==> config.mk <==
export PLATFORM = sky130hd
export DESIGN_NAME = nested_prio_intc
export DESIGN_NICKNAME = d
export VERILOG_FILES = /design/src/rtl/nested_prio_intc.sv
export SDC_FILE = /design/constraint.sdc
export NUM_CORES = 2
export LEC_CHECK = 0
export CAP_MARGIN = 20
export CORE_MARGIN = 1.5
export CORE_UTILIZATION = 41
export CTS_CLUSTER_SIZE = 24
export DETAILED_ROUTE_END_ITERATION = 10
export GPL_ROUTABILITY_DRIVEN = 1
export PLACE_DENSITY_LB_ADDON = 0.1
export SKIP_CTS_REPAIR_TIMING = 1
export SLEW_MARGIN = 20
export SYNTH_ARGS = -nofsm -noshare
export SYNTH_HDL_FRONTEND = slang
export SYNTH_SLANG_ARGS = --single-unit
==> constraint.sdc <==
create_clock -name clk -period 246.1 [get_ports clk]
set_input_delay 36.915 -clock clk [delete_from_list [all_inputs] [get_ports clk]]
set_output_delay 36.915 -clock clk [all_outputs]
set_load 0.05 [all_outputs]
==> src/rtl/nested_prio_intc.sv <==
module nested_prio_intc #(
  parameter int NSRC = 77,
  parameter int NPRIO = 8,
  parameter int VEC_W = 8,
  parameter logic [NSRC-1:0] EXT_MASK = '0
) (
  input  logic            clk,
  input  logic            rst_n,
  input  logic [NSRC-1:0] src_in,
  input  logic [3:0]      bus_addr,
  input  logic [31:0]     bus_wdata,
  input  logic            bus_we,
  input  logic            bus_re,
  output logic [31:0]     bus_rdata,
  output logic            irq
);
  localparam int SW = $clog2(NSRC);
  localparam int PW = $clog2(NPRIO);
  localparam int DEPTH = NPRIO;
  localparam int SPW = $clog2(DEPTH + 1);
  localparam logic [23:0] WP_KEY = 24'h50524F;

  logic [NSRC-1:0] s1, s2, s3, en, epend, req;
  logic [1:0]       trig [NSRC];
  logic [PW-1:0]    prio [NSRC];
  logic [VEC_W-1:0] vec  [NSRC];
  logic [SW-1:0]    sel;
  logic [VEC_W-1:0] spur;
  logic             wp;
  logic [PW-1:0]    stk [DEPTH];
  logic [SPW-1:0]   sp;
  logic             best_ok, elig, irq_q;
  logic [PW-1:0]    best_p, top;
  logic [SW-1:0]    best_i;

  wire wr_sel  = bus_we && bus_addr == 4'd0;
  wire wr_mode = bus_we && bus_addr == 4'd1;
  wire wr_vec  = bus_we && bus_addr == 4'd2;
  wire wr_spur = bus_we && bus_addr == 4'd4;
  wire wr_eoi  = bus_we && bus_addr == 4'd5;
  wire wr_en   = bus_we && bus_addr == 4'd6;
  wire wr_dis  = bus_we && bus_addr == 4'd7;
  wire wr_clr  = bus_we && bus_addr == 4'd8;
  wire wr_wp   = bus_we && bus_addr == 4'd9;
  wire mode_ok = !wp && (!bus_wdata[5] || EXT_MASK[sel]);
  wire ack     = bus_re && bus_addr == 4'd3 && elig;
  wire [5:0] mode_sel = {trig[sel], 1'b0, PW'(prio[sel])};

  assign top  = (sp == '0) ? '0 : stk[PW'(sp - 1'b1)];
  assign elig = best_ok && (sp == '0 || best_p > top);
  assign irq  = irq_q;

  always_comb begin
    for (int i = 0; i < NSRC; i++)
      req[i] = en[i] && (trig[i][0] ? epend[i] : (s2[i] ^ trig[i][1]));
  end

  always_comb begin
    best_ok = 1'b0;
    best_p = '0;
    best_i = '0;
    for (int i = 0; i < NSRC; i++)
      if (req[i] && (!best_ok || prio[i] > best_p)) begin
        best_ok = 1'b1;
        best_p = prio[i];
        best_i = SW'(i);
      end
  end

  always_comb begin
    case (bus_addr)
      4'd0: bus_rdata = 32'(sel);
      4'd1: bus_rdata = 32'(mode_sel);
      4'd2: bus_rdata = 32'(vec[sel]);
      4'd3: bus_rdata = elig ? 32'(vec[best_i]) : 32'(spur);
      4'd4: bus_rdata = 32'(spur);
      4'd9: bus_rdata = 32'(wp);
      default: bus_rdata = '0;
    endcase
  end

  always_ff @(posedge clk or negedge rst_n) begin
    if (!rst_n) begin
      s1 <= '0; s2 <= '0; s3 <= '0;
      en <= '0; epend <= '0;
      sel <= '0; spur <= '0; wp <= 1'b0; irq_q <= 1'b0;
      for (int i = 0; i < NSRC; i++) begin
        trig[i] <= 2'b00; prio[i] <= '0; vec[i] <= '0;
      end
    end else begin
      s1 <= src_in; s2 <= s1; s3 <= s2;
      irq_q <= elig;
      if (wr_sel && bus_wdata < 32'(NSRC)) sel <= bus_wdata[SW-1:0];
      if (wr_spur) spur <= bus_wdata[VEC_W-1:0];
      if (wr_wp && bus_wdata[31:8] == WP_KEY) wp <= bus_wdata[0];
      for (int i = 0; i < NSRC; i++) begin
        if (sel == SW'(i)) begin
          if (wr_mode && mode_ok) begin
            trig[i] <= bus_wdata[5:4];
            prio[i] <= bus_wdata[PW-1:0];
          end
          if (wr_vec && !wp) vec[i] <= bus_wdata[VEC_W-1:0];
          if (wr_en) en[i] <= 1'b1;
          if (wr_dis) en[i] <= 1'b0;
        end
        if (trig[i][0] && (trig[i][1] ? (s3[i] && !s2[i]) : (s2[i] && !s3[i])))
          epend[i] <= 1'b1;
        else if ((ack && best_i == SW'(i)) || (wr_clr && sel == SW'(i)))
          epend[i] <= 1'b0;
      end
    end
  end

  always_ff @(posedge clk or negedge rst_n) begin
    if (!rst_n) begin
      sp <= '0;
      for (int j = 0; j < DEPTH; j++) stk[j] <= '0;
    end else if (ack && sp < SPW'(DEPTH)) begin
      stk[PW'(sp)] <= best_p;
      sp <= sp + 1'b1;
    end else if (wr_eoi && sp != '0) begin
      sp <= sp - 1'b1;
    end
  end

  a_r11_depth_bound: assert property (@(posedge clk) disable iff (!rst_n)
    sp <= SPW'(DEPTH));
  a_r7_ack_pushes: assert property (@(posedge clk) disable iff (!rst_n)
    ack |=> sp == $past(sp) + 1'b1);
  a_r8_eoi_pops: assert property (@(posedge clk) disable iff (!rst_n)
    (wr_eoi && sp != '0) |=> sp == $past(sp) - 1'b1);
  a_r8_eoi_empty: assert property (@(posedge clk) disable iff (!rst_n)
    (wr_eoi && sp == '0) |=> sp == '0);
  a_r9_locked_mode: assert property (@(posedge clk) disable iff (!rst_n)
    (wr_mode && wp) |=> $stable(mode_sel));

  for (genvar j = 1; j < DEPTH; j++) begin : g_order
    a_r11_stack_order: assert property (@(posedge clk) disable iff (!rst_n)
      (sp > SPW'(j)) |-> stk[j] > stk[j-1]);
  end

  for (genvar g = 0; g < NSRC; g++) begin : g_int
    if (!EXT_MASK[g]) begin : g_chk
      a_r3_internal_trig: assert property (@(posedge clk) disable iff (!rst_n)
        trig[g][1] == 1'b0);
    end
  end
endmodule

### After elaboration in Yosys (flattened, before gate mapping)

Memory sizes are Yosys's and may differ from the RTL's.
Cells that the tools add are included.

* bits of input ports: 117
* memory bits (read-only): 128
* memories: 1
* register bits: 1431

* reduce and logical (&&, ||, !) cells: 1260
* $add $sub $neg: 2
* order comparisons: 85
* equality and inequality tests: 162
* bitwise logic cells: 81
* muxes and demuxes: 564

Memories
* (no name shown): words 128, width 1, read ports 1, clocked after Yosys merged registers in 0, wr ports 0, RTL line 45 `wire mode_ok = !wp && (!bus_wdata[5] || EXT_MASK[sel]);`

Operator list (count)
* logical AND 1 bit: 558
* two-way mux 7 bit: 75
* AND reduction 2 bit: 231
* equality test 7 x 6 -> 1 bit, second input constant: 64
* two-way mux 1 bit: 389
* two-way mux 3 bit: 83
* zero test 1 bit: 232
* greater-than comparator 3 bit: 77
* equality test 7 x 5 -> 1 bit, second input constant: 32
* equality test 7 bit, second input constant: 26
* nonzero test 2 bit: 79
* logical OR 1 bit: 155
* binary-select mux 8 bit (select 7 bit): 2
* equality test 7 x 4 -> 1 bit, second input constant: 16
* bitwise XOR 1 bit: 77
* equality test 7 x 3 -> 1 bit, second input constant: 8
* case mux 8 bit (6 select lines): 1
* two-way mux 8 bit: 5
* less-than comparator 32 x 7 -> 1 bit, second input constant: 1
* equality test 7 x 2 -> 1 bit, second input constant: 4
* bitwise mux 24 bit: 1
* equality test 24 x 23 -> 1 bit, second input constant: 1
* binary-select mux 3 bit (select 7 bit): 1
* equality test 4 x 3 -> 1 bit, second input constant: 4
* 21 further kinds: 32

### Logic depth before layout (Yosys ltp)

* word-level depth: 316
* depth in mapped cells: 737
* mapped depth without buffers: 725

### Least setup slack after synthesis

OpenSTA, ideal clock, no wires.

* path kind: register to output
* from: register trig[153] in the netlist's numbering
* to: output port bus_rdata[5]
* data arrival time: 111.471 ns
* path slack: 97.714 ns
* stages on the path, launching flop included: 639
* cell sequence: dfrtp_1 > xor2_1 > o211a_2 > nand2_1 > ha_1 > a211o_1 > and3_1 > o22ai_1 > inv_1 > ha_1 > nand3_1 > o21ai_0 > o22ai_1 > nor3b_1 > a21o_1 > ha_1 > nor2b_1 > o21ai_0 > (+603 left out) > nor2_1 > or2_2 > clkbuf_1 > clkbuf_1 > o221ai_1 > a22o_1 > a21oi_1 > ha_1 > a21o_1 > a21oi_1 > a31oi_1 > a21oi_1 > a21oi_1 > o21ai_0 > o21bai_1 > a2111oi_0 > a31oi_1 > o31ai_1

* elaborated cells on any way between the ends: 549
* those cells by class: order compare: 77; mux: 239; bitwise: 2; reduce/logical: 231

RTL lines
* start, declared: RTL line 24 `logic [1:0] trig [NSRC];`
* start signal, assigned by index: RTL line 99 `trig[i] <= bus_wdata[5:4];`
* bitwise XOR 1 bit *: RTL line 55 `req[i] = en[i] && (trig[i][0] ? epend[i] : (s2[i] ^ trig[i][1]));`
* two-way mux 1 bit *: RTL line 55
* logical AND 1 bit *: RTL line 55
* two-way mux 3 bit or two-way mux 1 bit (tied branches): RTL line 63 `if (req[i] && (!best_ok || prio[i] > best_p)) begin`
* greater-than comparator 3 bit or zero test 1 bit (tied branches): RTL line 63
* logical OR 1 bit: RTL line 63
* logical AND 1 bit: RTL line 63
* two-way mux 3 bit or two-way mux 1 bit (tied branches): RTL line 63
* (+299 left out)
* two-way mux 3 bit *: RTL line 63
* via best_p[1]: RTL line 33 `logic [PW-1:0] best_p, top;`
* greater-than comparator 3 bit *: RTL line 50 `assign elig = best_ok && (sp == '0 || best_p > top);`
* logical OR 1 bit *: RTL line 50
* logical AND 1 bit *: RTL line 50
* via elig: RTL line 32 `logic best_ok, elig, irq_q;`
* two-way mux 8 bit *: RTL line 75 `4'd3: bus_rdata = elig ? 32'(vec[best_i]) : 32'(spur);`
* case mux 8 bit (6 select lines) *: RTL line 71 `case (bus_addr)`
* end, declared: RTL line 14 `output logic [31:0] bus_rdata,`

Mark *: on every way through the listed nets, which the timed path passes. The rest lies on a longest branch. The select of a mux whose other input is x is not followed.

### Worst setup path in the final report

* from: register s2[0]
* to: output port bus_rdata[0]

* elaborated cells on any way between the ends: 546
* those cells by class: order compare: 77; mux: 236; bitwise: 2; reduce/logical: 231

RTL lines
* start, declared: RTL line 23 `logic [NSRC-1:0] s1, s2, s3, en, epend, req;`
* start signal, assigned: RTL line 84 `s1 <= '0; s2 <= '0; s3 <= '0;`
* start signal, assigned: RTL line 91 `s1 <= src_in; s2 <= s1; s3 <= s2;`
* bitwise XOR 1 bit *: RTL line 55
* two-way mux 1 bit *: RTL line 55
* logical AND 1 bit *: RTL line 55
* two-way mux 3 bit or two-way mux 1 bit (tied branches): RTL line 63
* greater-than comparator 3 bit or zero test 1 bit (tied branches): RTL line 63
* logical OR 1 bit: RTL line 63
* logical AND 1 bit: RTL line 63
* two-way mux 3 bit or two-way mux 1 bit (tied branches): RTL line 63
* (+299 left out)
* two-way mux 3 bit *: RTL line 63
* via best_p[1]: RTL line 33
* greater-than comparator 3 bit *: RTL line 50
* logical OR 1 bit *: RTL line 50
* logical AND 1 bit *: RTL line 50
* via elig: RTL line 32
* two-way mux 8 bit *: RTL line 75
* case mux 8 bit (6 select lines) *: RTL line 71

Marked as above.

==> results.sh <==
export IMPL_antenna_found_initial=14
export IMPL_grt_usage_pct=31.3
export IMPL_row_count=162
export IMPL_die_h_um=445
export IMPL_synth_cell_types=127
export IMPL_ant_nets=0
export IMPL_startpoint_type="flop"
export IMPL_ys_top_cells_by_area="dfrtp_1 45%, mux2_2 14%, mux4_2 8.9%"
export IMPL_drv_cap=0
export IMPL_final_cell_mix="1427 x dfrtp_1, 975 x mux2_2, 963 x nand2_1, 387 x nor2_1, 321 x a21oi_1"
export IMPL_synth_edf_count=0
export IMPL_clock_sinks=1431
export IMPL_syn_area_um2=80100
export IMPL_timing_rr_end="epend[0]"
export IMPL_clock_skew_ps=36.4
export IMPL_critPathArrivalTime_ps=134290
export IMPL_wl_per_cell_um=31.2
export IMPL_cp_max_fo=16
export IMPL_whs_ps=345
export IMPL_dp_worst_setup_slack_ps=78020
export IMPL_path_delay_family="compound AO/OA/AOI/OAI gates"
export IMPL_n_fill_cell=17900
export IMPL_worst_pin_slew_ps=1220
export IMPL_regToRegSetupSlack_ps=113100
export IMPL_cpMostUsedCell="a21oi_1"
export IMPL_min_to="s2[61]"
export IMPL_ys_ff_latch=1431
export IMPL_hpwlAfterDp_um=217000
export IMPL_finalCriticalPeriod_ps=171200
export IMPL_clock_latency_ps=840
export IMPL_crit_path_top_delay_cell="nor2b_1"
export IMPL_cts_buffers=167
export IMPL_final_common_cell="dfrtp_1"
export IMPL_postSynthCellCount=7247
export IMPL_dieArea_um2=198000
export IMPL_syn_area_per_cell_um2=11.0
export IMPL_setup_tns_ps=0
export IMPL_place_area_um2=84400
export IMPL_core_area_um2=194000
export IMPL_synthFlopType="dfrtp_1"
export IMPL_setup_viol_count_final=0
export IMPL_crit_type="flop to output port"
export IMPL_grt_pass1_wl_um=453000
export IMPL_reg2reg_depth=641
export IMPL_drc=0
export IMPL_io_pins=150
export IMPL_grt_max_degree=158
export IMPL_cts_htree_levels=4
export IMPL_r2r_start="s2[0]"
export IMPL_rsz0062_at_grt="no"
export IMPL_vdd_drop_max_mv=0.00742
export IMPL_critPathCaptureType="output port"
export IMPL_post_route_util_pct=46.3
export IMPL_status="finished clean"
export IMPL_max_stage_delay_ps=990
export IMPL_synth_top_cell_by_area="dfrtp_1"
export IMPL_cp_startpoint="s2[0]"
export IMPL_drive_gt1_share_pct=25.3
export IMPL_final_nets=7616
export IMPL_cts_root_buffer_cell="clkbuf_16"
export IMPL_area_growth_pct=12.4
export IMPL_max_freq_mhz=5.84
export IMPL_maxSlewHeadroom_pct=17.9
export IMPL_whs_path_depth=0
export IMPL_slew_violations=0
export IMPL_final_cell_area_um2=90000
export IMPL_hold_start="s1[61]"
export IMPL_start_util_pct=41.2
export IMPL_grt_ovfl_total=0
export IMPL_async_reset_ff_share_pct=100
export IMPL_grt_pass1_vias=62200
export IMPL_drtIter0Drc=6720
export IMPL_die_w_um=445
export IMPL_clk_pin_slew_ps=60
export IMPL_crit_buf_inv=33
export IMPL_firstDrtPassIters=8
export IMPL_portBuffers=125
export IMPL_worstPathRequired_ps=209190
export IMPL_hold_class="flop to flop"
export IMPL_fin_ws_ps=74900
export IMPL_cts_buffer_depth=3
export IMPL_p_leak_nw=39.9
export IMPL_post_drt_via_cell_ratio=6.34
export IMPL_synth_top_area_share_pct=44.7
export IMPL_tritoncts="built"
export IMPL_power_density_nw_per_um2=5.72
export IMPL_ys_seq_area_share_pct=44.7
export IMPL_hold_violations=0
export IMPL_gp_congestion=0.978
export IMPL_yosysWarnings=0
export IMPL_routed_wl_um=313000
export IMPL_period_share_pct=69.6
export IMPL_vias=63500
## final cells by class
class | count | area, um^2 | area share (%)
multi-input combinational | 5193 | 41900 | 46.5
sequential | 1431 | 35800 | 39.8
clock buffer | 256 | 4980 | 5.53
tap | 2542 | 3180 | 3.54
timing repair buffer | 285 | 2560 | 2.84
inverter | 258 | 968 | 1.08
clock inverter | 46 | 573 | 0.637
antenna | 11 | 27.5 | 0.0306
## cells in the mapped netlist, drive strengths merged (21+ instances only)
library cell and n:
a211oi 47, a21o 32, a21oi 333, a221oi 35, a22oi 29, a31o 21, a31oi 143, a32o 83
and2 126, and3 32, buf 145, clkbuf 243, dfrtp 1431, ha 163, inv 258, mux2 975
mux2i 65, mux4 316, nand2 965, nand2b 75, nand3 98, nand4 41, nor2 409, nor2b 40
nor3 74, nor4 25, o211a 40, o211ai 73, o21a 31, o21ai 302, o221ai 48, o22ai 121
o31ai 31, or2 29, xor2 60
## worst register-to-register path, delay by kind of cell, from the launching register on
kind,cells,cell delay [ps]
flops,1,420
mux,17,6350
fa+ha+maj,82,22860
xor+xnor,1,210
simple gates,172,28070
compound gates,336,71870
buf+inv,33,3130
## sequential cells by signal, summed over array words and instances (netlist names)
signal  count
s3         77
s1         77
spur        8
irq         1
s2         77
vec       616
wp          1
sp          4
epend      77
prio      231
en         77
trig      154
stk        24
sel         7
## worst max-delay path by stage
stage | endpoint | cells after the start
finish | bus_rdata[0] | 641
global route | bus_rdata[0] | 652
CTS | bus_rdata[0] | 637
detailed placement | bus_rdata[0] | 640
global placement | bus_rdata[0] | 636
floorplan | bus_rdata[5] | 638
## per-stage QoR
step / power [W] / std cells
after floorplan: 0.000254 / 7270
after global placement: 0.000266 / 9709
after detailed placement: 0.000266 / 9709
after CTS: 0.000519 / 10000
after global routing: 0.000531 / 10000
final: 0.000515 / 10000
## kinds of logic (layout without fill, tap and decap cells)
| group | Yosys count | in the layout | share of synthesized area [%] |
|---|---|---|---|
| mux | 1356 | 1356 | 23.4 |
| compound gates | 1586 | 1586 | 13.9 |
| buf+inv | 646 | 845 | 3.34 |
| simple gates | 1979 | 1979 | 11.2 |
| other cells | 1 | 35 | 0.00468 |
| flops | 1431 | 1431 | 44.7 |
| xor+xnor | 80 | 80 | 0.875 |
| fa+ha+maj | 168 | 168 | 2.61 |
## metal layers
layer  wire length (um)  part of all wire, %  vias to the layer above  track usage (%)
met5                 27               0.0086                        -                0
met4              16000                  5.1                        4             15.2
met3              20500                  6.6                      632             4.63
met2             143000                   46                     2634             48.5
met1             134000                   43                    33100             42.9
li1                   -                    -                    27100                -
## report_power, final
part | switching (W) | leakage (nW) | internal [W]
Combinational | 0.0000142 | 17.8 | 0.00000553
Sequential | 0.00000351 | 19.4 | 0.000238
Clock | 0.000106 | 2.71 | 0.000147
(Power assumes the default switching activity.)
